**src/rtl/dbs_pkg.sv**
```systemverilog
package dbs_pkg;
  typedef enum logic [2:0] {ST_IDLE, ST_STB, ST_GAP, ST_DONE, ST_HOLD} seq_state_e;

  localparam logic [1:0] ACK_W32  = 2'b00;
  localparam logic [1:0] ACK_W16  = 2'b01;
  localparam logic [1:0] ACK_W8   = 2'b10;
  localparam logic [1:0] ACK_WAIT = 2'b11;

  // last requested byte, clipped to the top lane
  function automatic logic [1:0] span_last(input logic [1:0] a, input logic [1:0] siz);
    logic [2:0] e;
    case (siz)
      2'b01:   e = {1'b0, a};
      2'b10:   e = {1'b0, a} + 3'd1;
      default: e = {1'b0, a} + 3'd3;
    endcase
    return (e > 3'd3) ? 2'd3 : e[1:0];
  endfunction
endpackage

```
**src/rtl/dbs_span.sv**
```systemverilog
module dbs_span
  import dbs_pkg::*;
#(
  parameter int LANES = 4,
  parameter int AW    = 2
) (
  input  logic [AW-1:0]       cur_i,
  input  logic [AW-1:0]       last_i,
  input  logic [1:0]          ack_ni,
  output logic                ack_vld_o,
  output logic                fin_o,
  output logic [AW-1:0]       next_o,
  output logic [AW-1:0]       remain_o,
  output logic [LANES-1:0]    take_o,
  output logic [LANES*AW-1:0] sel_o
);
  logic [AW-1:0] pmask, base, hi, top;
  logic [AW:0]   nxt;
  logic [LANES:0] above;

  always_comb begin
    ack_vld_o = (ack_ni != ACK_WAIT);
    case (ack_ni)
      ACK_W32: pmask = '1;
      ACK_W16: pmask = AW'(1);
      default: pmask = '0;
    endcase
    base     = cur_i & ~pmask;
    hi       = base | pmask;
    nxt      = {1'b0, base} + {1'b0, pmask} + (AW+1)'(1);
    fin_o    = nxt > {1'b0, last_i};
    next_o   = nxt[AW-1:0];
    remain_o = last_i - cur_i + AW'(1);
    top      = (last_i < hi) ? last_i : hi;
    above    = {(LANES+1){1'b1}} << ({1'b0, top} + (AW+1)'(1));
    take_o   = ({LANES{1'b1}} << cur_i) & ~above[LANES-1:0] & {LANES{ack_vld_o}};
  end

  for (genvar b = 0; b < LANES; b++) begin : g_sel
    assign sel_o[b*AW +: AW] = AW'(b) & pmask;
  end
endmodule

```
**src/rtl/dbs_lanes.sv**
```systemverilog
module dbs_lanes #(
  parameter int DW    = 32,
  parameter int LANES = 4,
  parameter int AW    = 2
) (
  input  logic                clk_i,
  input  logic                rst_ni,
  input  logic                load_i,
  input  logic [DW-1:0]       wdata_i,
  input  logic [AW-1:0]       cur_i,
  input  logic [LANES-1:0]    take_i,
  input  logic [LANES*AW-1:0] sel_i,
  input  logic [DW-1:0]       pdata_i,
  output logic [DW-1:0]       pdata_o,
  output logic [DW-1:0]       rdata_o
);
  logic [DW-1:0] wbuf_q, rbuf_q;

  function automatic logic [7:0] pick_lane(input logic [DW-1:0] d, input logic [AW-1:0] i);
    return d[DW-1-8*int'(i) -: 8];
  endfunction

  always_ff @(posedge clk_i or negedge rst_ni) begin
    if (!rst_ni)     wbuf_q <= '0;
    else if (load_i) wbuf_q <= wdata_i;
  end

  for (genvar b = 0; b < LANES; b++) begin : g_rd
    always_ff @(posedge clk_i or negedge rst_ni) begin
      if (!rst_ni)        rbuf_q[DW-1-8*b -: 8] <= '0;
      else if (load_i)    rbuf_q[DW-1-8*b -: 8] <= '0;
      else if (take_i[b]) rbuf_q[DW-1-8*b -: 8] <= pick_lane(pdata_i, sel_i[b*AW +: AW]);
    end
  end

  // lane 0 serves byte ports, lane 1 the odd byte of word ports
  for (genvar l = 0; l < LANES; l++) begin : g_wr
    logic [AW-1:0] src;
    if (l == 0) begin : g_l0
      assign src = cur_i;
    end else if (l == 1) begin : g_l1
      assign src = {cur_i[AW-1:1], 1'b1};
    end else begin : g_ln
      assign src = AW'(l);
    end
    assign pdata_o[DW-1-8*l -: 8] = pick_lane(wbuf_q, src);
  end

  assign rdata_o = rbuf_q;
endmodule

```
**src/rtl/dbs_seq.sv**
```systemverilog
module dbs_seq
  import dbs_pkg::*;
#(
  parameter int AW = 2
) (
  input  logic          clk_i,
  input  logic          rst_ni,
  input  logic          cs_i,
  input  logic [AW-1:0] addr_i,
  input  logic [1:0]    size_i,
  input  logic          rnw_i,
  input  logic          ack_vld_i,
  input  logic          fin_i,
  input  logic [AW-1:0] next_i,
  output logic          load_o,
  output logic [AW-1:0] cur_o,
  output logic [AW-1:0] last_o,
  output logic          rnw_o,
  output logic          pstb_o,
  output logic          ta_o,
  output logic          cap_en_o
);
  seq_state_e    state_q;
  logic [AW-1:0] cur_q, last_q;
  logic          rnw_q;

  always_ff @(posedge clk_i or negedge rst_ni) begin
    if (!rst_ni) begin
      state_q <= ST_IDLE;
      cur_q   <= '0;
      last_q  <= '0;
      rnw_q   <= 1'b1;
    end else begin
      case (state_q)
        ST_IDLE: if (cs_i) begin
          cur_q   <= addr_i;
          last_q  <= AW'(span_last(addr_i, size_i));
          rnw_q   <= rnw_i;
          state_q <= ST_STB;
        end
        ST_STB: if (ack_vld_i) begin
          if (fin_i) state_q <= ST_DONE;
          else begin
            cur_q   <= next_i;
            state_q <= ST_GAP;
          end
        end
        ST_GAP:  state_q <= ST_STB;
        ST_DONE: state_q <= ST_HOLD;
        ST_HOLD: if (!cs_i) state_q <= ST_IDLE;
        default: state_q <= ST_IDLE;
      endcase
    end
  end

  assign load_o   = (state_q == ST_IDLE) && cs_i;
  assign cur_o    = cur_q;
  assign last_o   = last_q;
  assign rnw_o    = rnw_q;
  assign pstb_o   = (state_q == ST_STB);
  assign ta_o     = (state_q == ST_DONE);
  assign cap_en_o = (state_q == ST_STB) && rnw_q;
endmodule

```
**src/rtl/dbs_bridge.sv**
```systemverilog
module dbs_bridge #(
  parameter int DW = 32
) (
  input  logic                       clk_i,
  input  logic                       rst_ni,
  input  logic                       cs_i,
  input  logic [$clog2(DW/8)-1:0]    addr_i,
  input  logic [1:0]                 size_i,
  input  logic                       rnw_i,
  input  logic [DW-1:0]              wdata_i,
  output logic [DW-1:0]              rdata_o,
  output logic                       ta_o,
  output logic [$clog2(DW/8)-1:0]    pa_o,
  output logic [1:0]                 psiz_o,
  output logic                       pwr_o,
  output logic                       pstb_o,
  output logic [DW-1:0]              pdata_o,
  input  logic [DW-1:0]              pdata_i,
  input  logic [1:0]                 pack_ni
);
  localparam int LANES = DW / 8;
  localparam int AW    = $clog2(LANES);

  logic                ack_vld, fin, load, rnw_q, cap_en;
  logic [AW-1:0]       next_a, cur_a, last_a, remain;
  logic [LANES-1:0]    take;
  logic [LANES*AW-1:0] sel;

  dbs_seq #(.AW(AW)) u_seq (
    .clk_i    (clk_i),
    .rst_ni   (rst_ni),
    .cs_i     (cs_i),
    .addr_i   (addr_i),
    .size_i   (size_i),
    .rnw_i    (rnw_i),
    .ack_vld_i(ack_vld),
    .fin_i    (fin),
    .next_i   (next_a),
    .load_o   (load),
    .cur_o    (cur_a),
    .last_o   (last_a),
    .rnw_o    (rnw_q),
    .pstb_o   (pstb_o),
    .ta_o     (ta_o),
    .cap_en_o (cap_en)
  );

  dbs_span #(.LANES(LANES), .AW(AW)) u_span (
    .cur_i    (cur_a),
    .last_i   (last_a),
    .ack_ni   (pack_ni),
    .ack_vld_o(ack_vld),
    .fin_o    (fin),
    .next_o   (next_a),
    .remain_o (remain),
    .take_o   (take),
    .sel_o    (sel)
  );

  dbs_lanes #(.DW(DW), .LANES(LANES), .AW(AW)) u_lanes (
    .clk_i  (clk_i),
    .rst_ni (rst_ni),
    .load_i (load),
    .wdata_i(wdata_i),
    .cur_i  (cur_a),
    .take_i (take & {LANES{cap_en}}),
    .sel_i  (sel),
    .pdata_i(pdata_i),
    .pdata_o(pdata_o),
    .rdata_o(rdata_o)
  );

  assign pa_o   = cur_a;
  assign psiz_o = 2'(remain);
  assign pwr_o  = ~rnw_q;
endmodule

```
**config.mk**
```make
export PLATFORM = sky130hd
export DESIGN_NAME = dbs_bridge
export DESIGN_NICKNAME = d
export VERILOG_FILES = /design/src/rtl/dbs_pkg.sv /design/src/rtl/dbs_span.sv /design/src/rtl/dbs_lanes.sv /design/src/rtl/dbs_seq.sv /design/src/rtl/dbs_bridge.sv
export SDC_FILE = /design/constraint.sdc
export NUM_CORES = 1
export LEC_CHECK = 0
export BUFFER_PORTS_ARGS = -buffer_cell sky130_fd_sc_hd__buf_2
export CAP_MARGIN = 0
export CORE_UTILIZATION = 45
export CTS_BUF_LIST = sky130_fd_sc_hd__clkbuf_8
export CTS_CLUSTER_DIAMETER = 60
export DETAILED_ROUTE_END_ITERATION = 10
export GPL_TIMING_DRIVEN = 1
export MAX_ROUTING_LAYER = met4
export PLACE_DENSITY = 0.74
export SYNTH_ARGS = -nofsm -noshare
export SYNTH_HDL_FRONTEND = slang
export SYNTH_SLANG_ARGS = --single-unit
```
**constraint.sdc**
```tcl
create_clock -name clk_i -period 3 [get_ports clk_i]
set_input_delay 0.15 -clock clk_i [delete_from_list [all_inputs] [get_ports clk_i]]
set_output_delay 0.15 -clock clk_i [all_outputs]
set_load 0.01 [all_outputs]
```
* Yosys cells after proc, flatten, opt, wreduce, memory -nomap -nowiden
Index checks and enable logic that the tools add are counted.
** Cells by class
- Magnitude comparators :: 3
- Equality and inequality tests :: 12
- Add/subtract/negate cells :: 12
- Bitwise logic cells :: 8
- Shift operators :: 7
- Reductions and logical operators :: 12
- Mux-type cells :: 23
** Operators by type and width (count)
- $shiftx A39 B32 Y8 :: 5
- $mux W8 :: 8
- $sub A5 B5 Y6 const A :: 4
- $mux W3 :: 5
- $pmux W3 S5 :: 1
- $and A4 B4 Y4 :: 3
- $mux W2 :: 5
- $reduce_bool A2 Y1 :: 5
- $ne A2 B2 Y1 const B :: 4
- $pmux W2 S2 :: 2
- $add A2 B1 Y3 const B :: 2
- $eq A3 B2 Y1 const B :: 2
- $pmux W3 S2 :: 1
- $sub A5 B4 Y6 const A :: 1
- $shl A5 B3 Y4 const A :: 1
- $eq A2 B1 Y1 const B :: 2
- $not A4 Y4 :: 1
- $reduce_and A4 Y1 :: 1
- $shl A4 B2 Y4 const A :: 1
- $add A2 B2 Y3 :: 1
- $add A2 B2 Y3 const B :: 1
- $add A3 B1 Y3 const B :: 1
- $eq A3 B1 Y1 const B :: 1
- $eq A3 B3 Y1 const B :: 1
- other kinds (17) :: 18
** Word-level totals
- Word-level logic and storage cells :: 86
- Register bits after elaboration :: 72

* Logic depth before layout (Yosys ltp)
- Word-level depth :: 15
- Mapped depth :: 11
- Depth with buffers taken out :: 9

* Modules after synthesis
From an unflattened synthesis, not the netlist that was laid out.
** Unflattened totals
- Cell total of the unflattened synthesis :: 377
- Area, all modules :: 4677.0 µm²
** Modules (own cells, without submodules)
- dbs_lanes :: cells each 291, area each 3922.5 µm², sequential area each 1601.5 µm², times used 1
- dbs_seq :: cells each 42, area each 442.9 µm², sequential area each 201.4 µm², times used 1
- dbs_span :: cells each 39, area each 282.8 µm², sequential area each 0.0 µm², times used 1
- dbs_bridge :: cells each 5, area each 28.8 µm², sequential area each 0.0 µm², times used 1

* Worst setup path after synthesis
OpenSTA, ideal clock, no wires.
- Kind :: register -> register
- From :: reg u_seq.cur_q[1] (netlist: u_seq.cur_o[1])
- To :: reg u_lanes.rbuf_q[16] (netlist: u_lanes.rdata_o[16])
- Stages on the path, launching flop included :: 11
- Buffers on the path :: 3
- Data arrival time :: 2.564 ns
- Setup slack :: 0.356 ns
- Data required time :: 2.921 ns
- Path through :: dfrtp_1 > clkbuf_1 > buf_2 > nor2_1 > inv_1 > ha_1 > o21bai_1 > mux2i_4 > a21o_1 > buf_2 > mux2i_1
** On the way
- Longest elaborated chain between the ends :: 11
- Elaborated cells on any way between the ends :: 12
- Classes of those cells :: add/sub (1); order compare (1); shift (2); mux (1); bitwise (6); reduce/logical (1)
** RTL lines
- from (decl) :: line dbs_seq.sv:24 : logic [AW-1:0] cur_q, last_q;
- from (signal assigned) :: line dbs_seq.sv:36 : cur_q <= addr_i;
- from (signal assigned) :: line dbs_seq.sv:44 : cur_q <= next_i;
- $and A2 B2 Y2 :: line dbs_span.sv:28 : base = cur_i & ~pmask;
- $or A2 B2 Y2 :: line dbs_span.sv:29 : hi = base | pmask;
- $lt A2 B2 Y1 :: line dbs_span.sv:34 : top = (last_i < hi) ? last_i : hi;
- $mux W2 :: line dbs_span.sv:34
- $add A2 B1 Y3 :: line dbs_span.sv:35 : above = {(LANES+1){1'b1}} << ({1'b0, top} + (AW+1)'(1));
- $shl A5 B3 Y4 :: line dbs_span.sv:35
- $not A4 Y4 :: line dbs_span.sv:36 : take_o = ({LANES{1'b1}} << cur_i) & ~above[LANES-1:0] & {LANES{ack_vld_o}};
- $and A4 B4 Y4 * (2 in a row) :: line dbs_span.sv:36
- $and A4 B4 Y4 * :: line dbs_bridge.sv:66 : .take_i (take & {LANES{cap_en}}),
- $reduce_bool A2 Y1 (no source line) *
- to (signal, indexed assignment) :: line dbs_lanes.sv:32 : else if (take_i[b]) rbuf_q[DW-1-8*b -: 8] <= pick_lane(pdata_i, sel_i[b*AW +: AW]);
- to (decl) :: line dbs_lanes.sv:17 : logic [DW-1:0] wbuf_q, rbuf_q;
Mark *: on every way between the ends. The rest lies on a longest branch, timed or not.
A chain may end at the register's enable or synchronous reset.

* Worst setup path in the final report
- From :: reg u_seq.cur_q[0] (netlist: u_seq.cur_o[0])
- To :: reg u_lanes.rbuf_q[21] (netlist: u_lanes.rdata_o[21])
Same word-level chain as after synthesis.

==> impl_metrics.json <==
{
  "cts_tree": "done",
  "die_x_um": 95.7,
  "fin_nets": 651,
  "status": "completed",
  "tightest_slew_ns": 0.915,
  "fin_crit_sh_pct": 78.6,
  "register_area_mm2": 0.00180,
  "slew_viol_final": 0,
  "path_max_fanout": 10,
  "p_leak_nw": 2.77,
  "clockRootBuffer": "clkbuf_8",
  "drt_wl_total_um": 10400,
  "stdcell_area_mm2": 0.00514,
  "portBuffers": 144,
  "fin_setup_tns_ns": 0,
  "dr_total_vias": 3480,
  "syn_avg_cell_area_um2": 9.52,
  "whs_endpoint": "u_seq.rnw_o",
  "std_cell_rows": 33,
  "grt_pass1_vias": 3420,
  "synth_top_area_share_pct": 45.0,
  "r2r_start": "u_seq.cur_o[0]",
  "synth_fp_nets": 497,
  "cts_repair_resize_count": 0,
  "cp_cell_sequence": "nand2b_1 -> ha_1 -> o21bai_1 -> mux2i_4 -> a21o_1 -> mux2i_1",
  "cts_setup_buffers": 0,
  "ir_drop_mv": 0.459,
  "fmax_mhz": 424,
  "cts_num_sinks": 72,
  "finalSetupViolCount": 0,
  "grt_antenna_before_repair": 0,
  "yosys.cell_types.count": 47,
  "dieArea_mm2": 0.00916,
  "overflow": 0,
  "worstReg2RegEnd": "u_lanes.rdata_o[21]",
  "clk_path_buf_depth": 2,
  "clk_pin_slew_ns": 0.07,
  "detailed_place_hpwl_um": 6970,
  "reg2regPathDepth": 6,
  "rsz0062_at_grt": "false",
  "crit_family": "compound AO/OA/AOI/OAI gates",
  "synthArstFlopShare_pct": 100,
  "cts_hold_buffers": 31,
  "synthFlopType": "dfrtp_1",
  "ys_ff_latch": 72,
  "cts_max_level": 3,
  "slew_headroom_pct": 39.0,
  "die_h_um": 95.7,
  "fill_cells": 693,
  "clock_latency_ns": 0.35,
  "maxCapViolCount": 0,
  "numCtsBuffers": 9,
  "cp_slowest_stage_delay_ns": 0.44,
  "gp_congestion": 0.845,
  "placed_cell_area_mm2": 0.00462,
  "start_kind": "flip-flop",
  "ant_nets": 0,
  "pwr_density_cell_mw_per_mm2": 980,
  "ioPinCount": 145,
  "min_from": "rnw_i",
  "grt_max_degree": 73,
  "endpoint_kind": "flip-flop",
  "start_util_pct": 47.4,
  "yosysTopAreaCell": "dfrtp_1",
  "synth-edff-count": 0,
  "yosys-top-cells-area": "dfrtp_1 (45%), nand2_1 (13%), mux2i_1 (6.8%), buf_4 (3.2%), mux4_2 (2.9%)",
  "hold_viol": 0,
  "hold_depth": 3,
  "first_iter_violations": 125,
  "arrival_ns": 2.62,
  "grt_util_all_layers_pct": 24.3,
  "layout-drive-gt1-share_pct": 34.9,
  "post-route-min-period_ns": 2.36,
  "yosysSeqAreaShare_pct": 45.6,
  "hold_class": "in -> reg",
  "cp-startpoint": "u_seq.cur_o[0]",
  "area_growth_pct": 30.2,
  "crit_slowest_cell": "a21o_1",
  "path_buf_inv": 0,
  "rrSetupSlack_ns": 0.64,
  "wl_per_cell_um": 15.3,
  "drt_pre_antenna_iters": 4,
  "core_mm2": 0.00834,
  "required_ns": 3.27,
  "antennaDiodeCount": 0,
  "grt_pass1_wl_um": 16300,
  "skew_ns": 0.00895,
  "synth_area_mm2": 0.00395,
  "crit_type": "reg -> reg",
  "final_util_pct": 61.7,
  "via_per_inst": 5.13,
  "drc": 0,
  "multi_input_area_mm2": 0.00187,
  "syn_inst": 415,
  "yosys_warnings": 0
}
-- logic make-up (layout without fill, tap and decap cells) --
| group | count (synthesis) | after routing | share of synthesized area (%) |
|---|---|---|---|
| compound gates | 64 | 64 | 11.2 |
| xor+xnor | 2 | 2 | 0.444 |
| fa+ha+maj | 8 | 8 | 2.72 |
| buf+inv | 50 | 208 | 6.97 |
| flops | 72 | 72 | 45.6 |
| mux | 42 | 42 | 12.8 |
| simple gates | 177 | 177 | 20.2 |
-- flip-flops by register name (all words and copies together), names as in the netlist --
signal / flops
u_lanes.rdata_o: 32
u_lanes.wbuf_q: 32
u_seq.state_q: 3
u_seq.cur_o: 2
u_seq.last_o: 2
u_seq.rnw_o: 1
-- cell usage after synthesis (3+ instances only) --
cell type	n
nand2_1	135
dfrtp_1	71
mux2i_1	27
o21ai_0	21
buf_4	17
clkbuf_1	11
nand2b_1	11
inv_1	10
a21o_1	9
mux2_2	9
nand3_1	9
o211ai_1	8
o21a_1	8
o21ai_2	8
ha_1	7
buf_2	6
mux4_2	5
nor2_1	5
buf_1	3
nor2b_1	3
-- report_power, final --
part / leakage, nW / total (mW) / switching [mW] / internal, mW
Sequential: 0.934 / 1.74 / 0.325 / 1.42
Combinational: 1.73 / 2.47 / 1.38 / 1.09
Clock: 0.101 / 0.830 / 0.369 / 0.460
Total: 2.77 / 5.04 / 2.08 / 2.96
-- how the worst max path moves through the flow --
stage                                to  cells after the start
global route        u_lanes.rdata_o[21]                      7
CTS                 u_lanes.rdata_o[21]                      6
floorplan           u_lanes.rdata_o[16]                     10
finish              u_lanes.rdata_o[21]                      6
detailed placement  u_lanes.rdata_o[21]                      9
global placement    u_lanes.rdata_o[22]                      9
-- tightest hold or removal path: cells and delay by family --
kind,cells,cell delay (ns)
buffers and inverters,1,0.08
AOI/OAI and AO/OA,1,0.06
and+or+nand+nor,1,0.03
-- metal layers --
layer / part of all wire [%] / GRT usage [%]
met1: 44 / 30.0
met5: 0 / -
met3: 4.1 / 4.34
met4: 2.5 / 11.6
met2: 49 / 38.6
-- final cells by class --
class	count	area share [%]
Multi-Input combinational cell	293	36.4
Clock buffer	9	2.41
Timing Repair Buffer	183	21.2
Sequential cell	72	35.1
Tap cell	105	2.55
Clock inverter	6	1.65
Inverter	10	0.730
-- cell usage in the layout, fill, tap and decap left out, types with 9 or more instances in the layout --
| master | n |
|---|---|
| buf_2 | 144 |
| nand2_1 | 135 |
| dfrtp_1 | 71 |
| dlygate4sd3_1 | 31 |
| mux2i_1 | 27 |
| o21ai_0 | 21 |
| nand2b_1 | 11 |
| inv_1 | 10 |
| mux2_2 | 9 |
| nand3_1 | 9 |
| a21o_1 | 9 |
| clkbuf_8 | 9 |
-- per-stage QoR --
step	setup WS (ns)	hold WS (ns)	power (mW)	instances
6_report	0.643	0.0121	5.04	678
5_1_grt	0.427	0.0254	5.42	678
4_1_cts	0.617	0.00196	5.05	678
3_5_place_dp	0.464	0.341	4.18	632
3_3_place_gp	0.591	0.339	4.10	632
2_1_floorplan	0.356	-0.146	3.39	415
No activity file was read; power rests on OpenSTA's default activity.
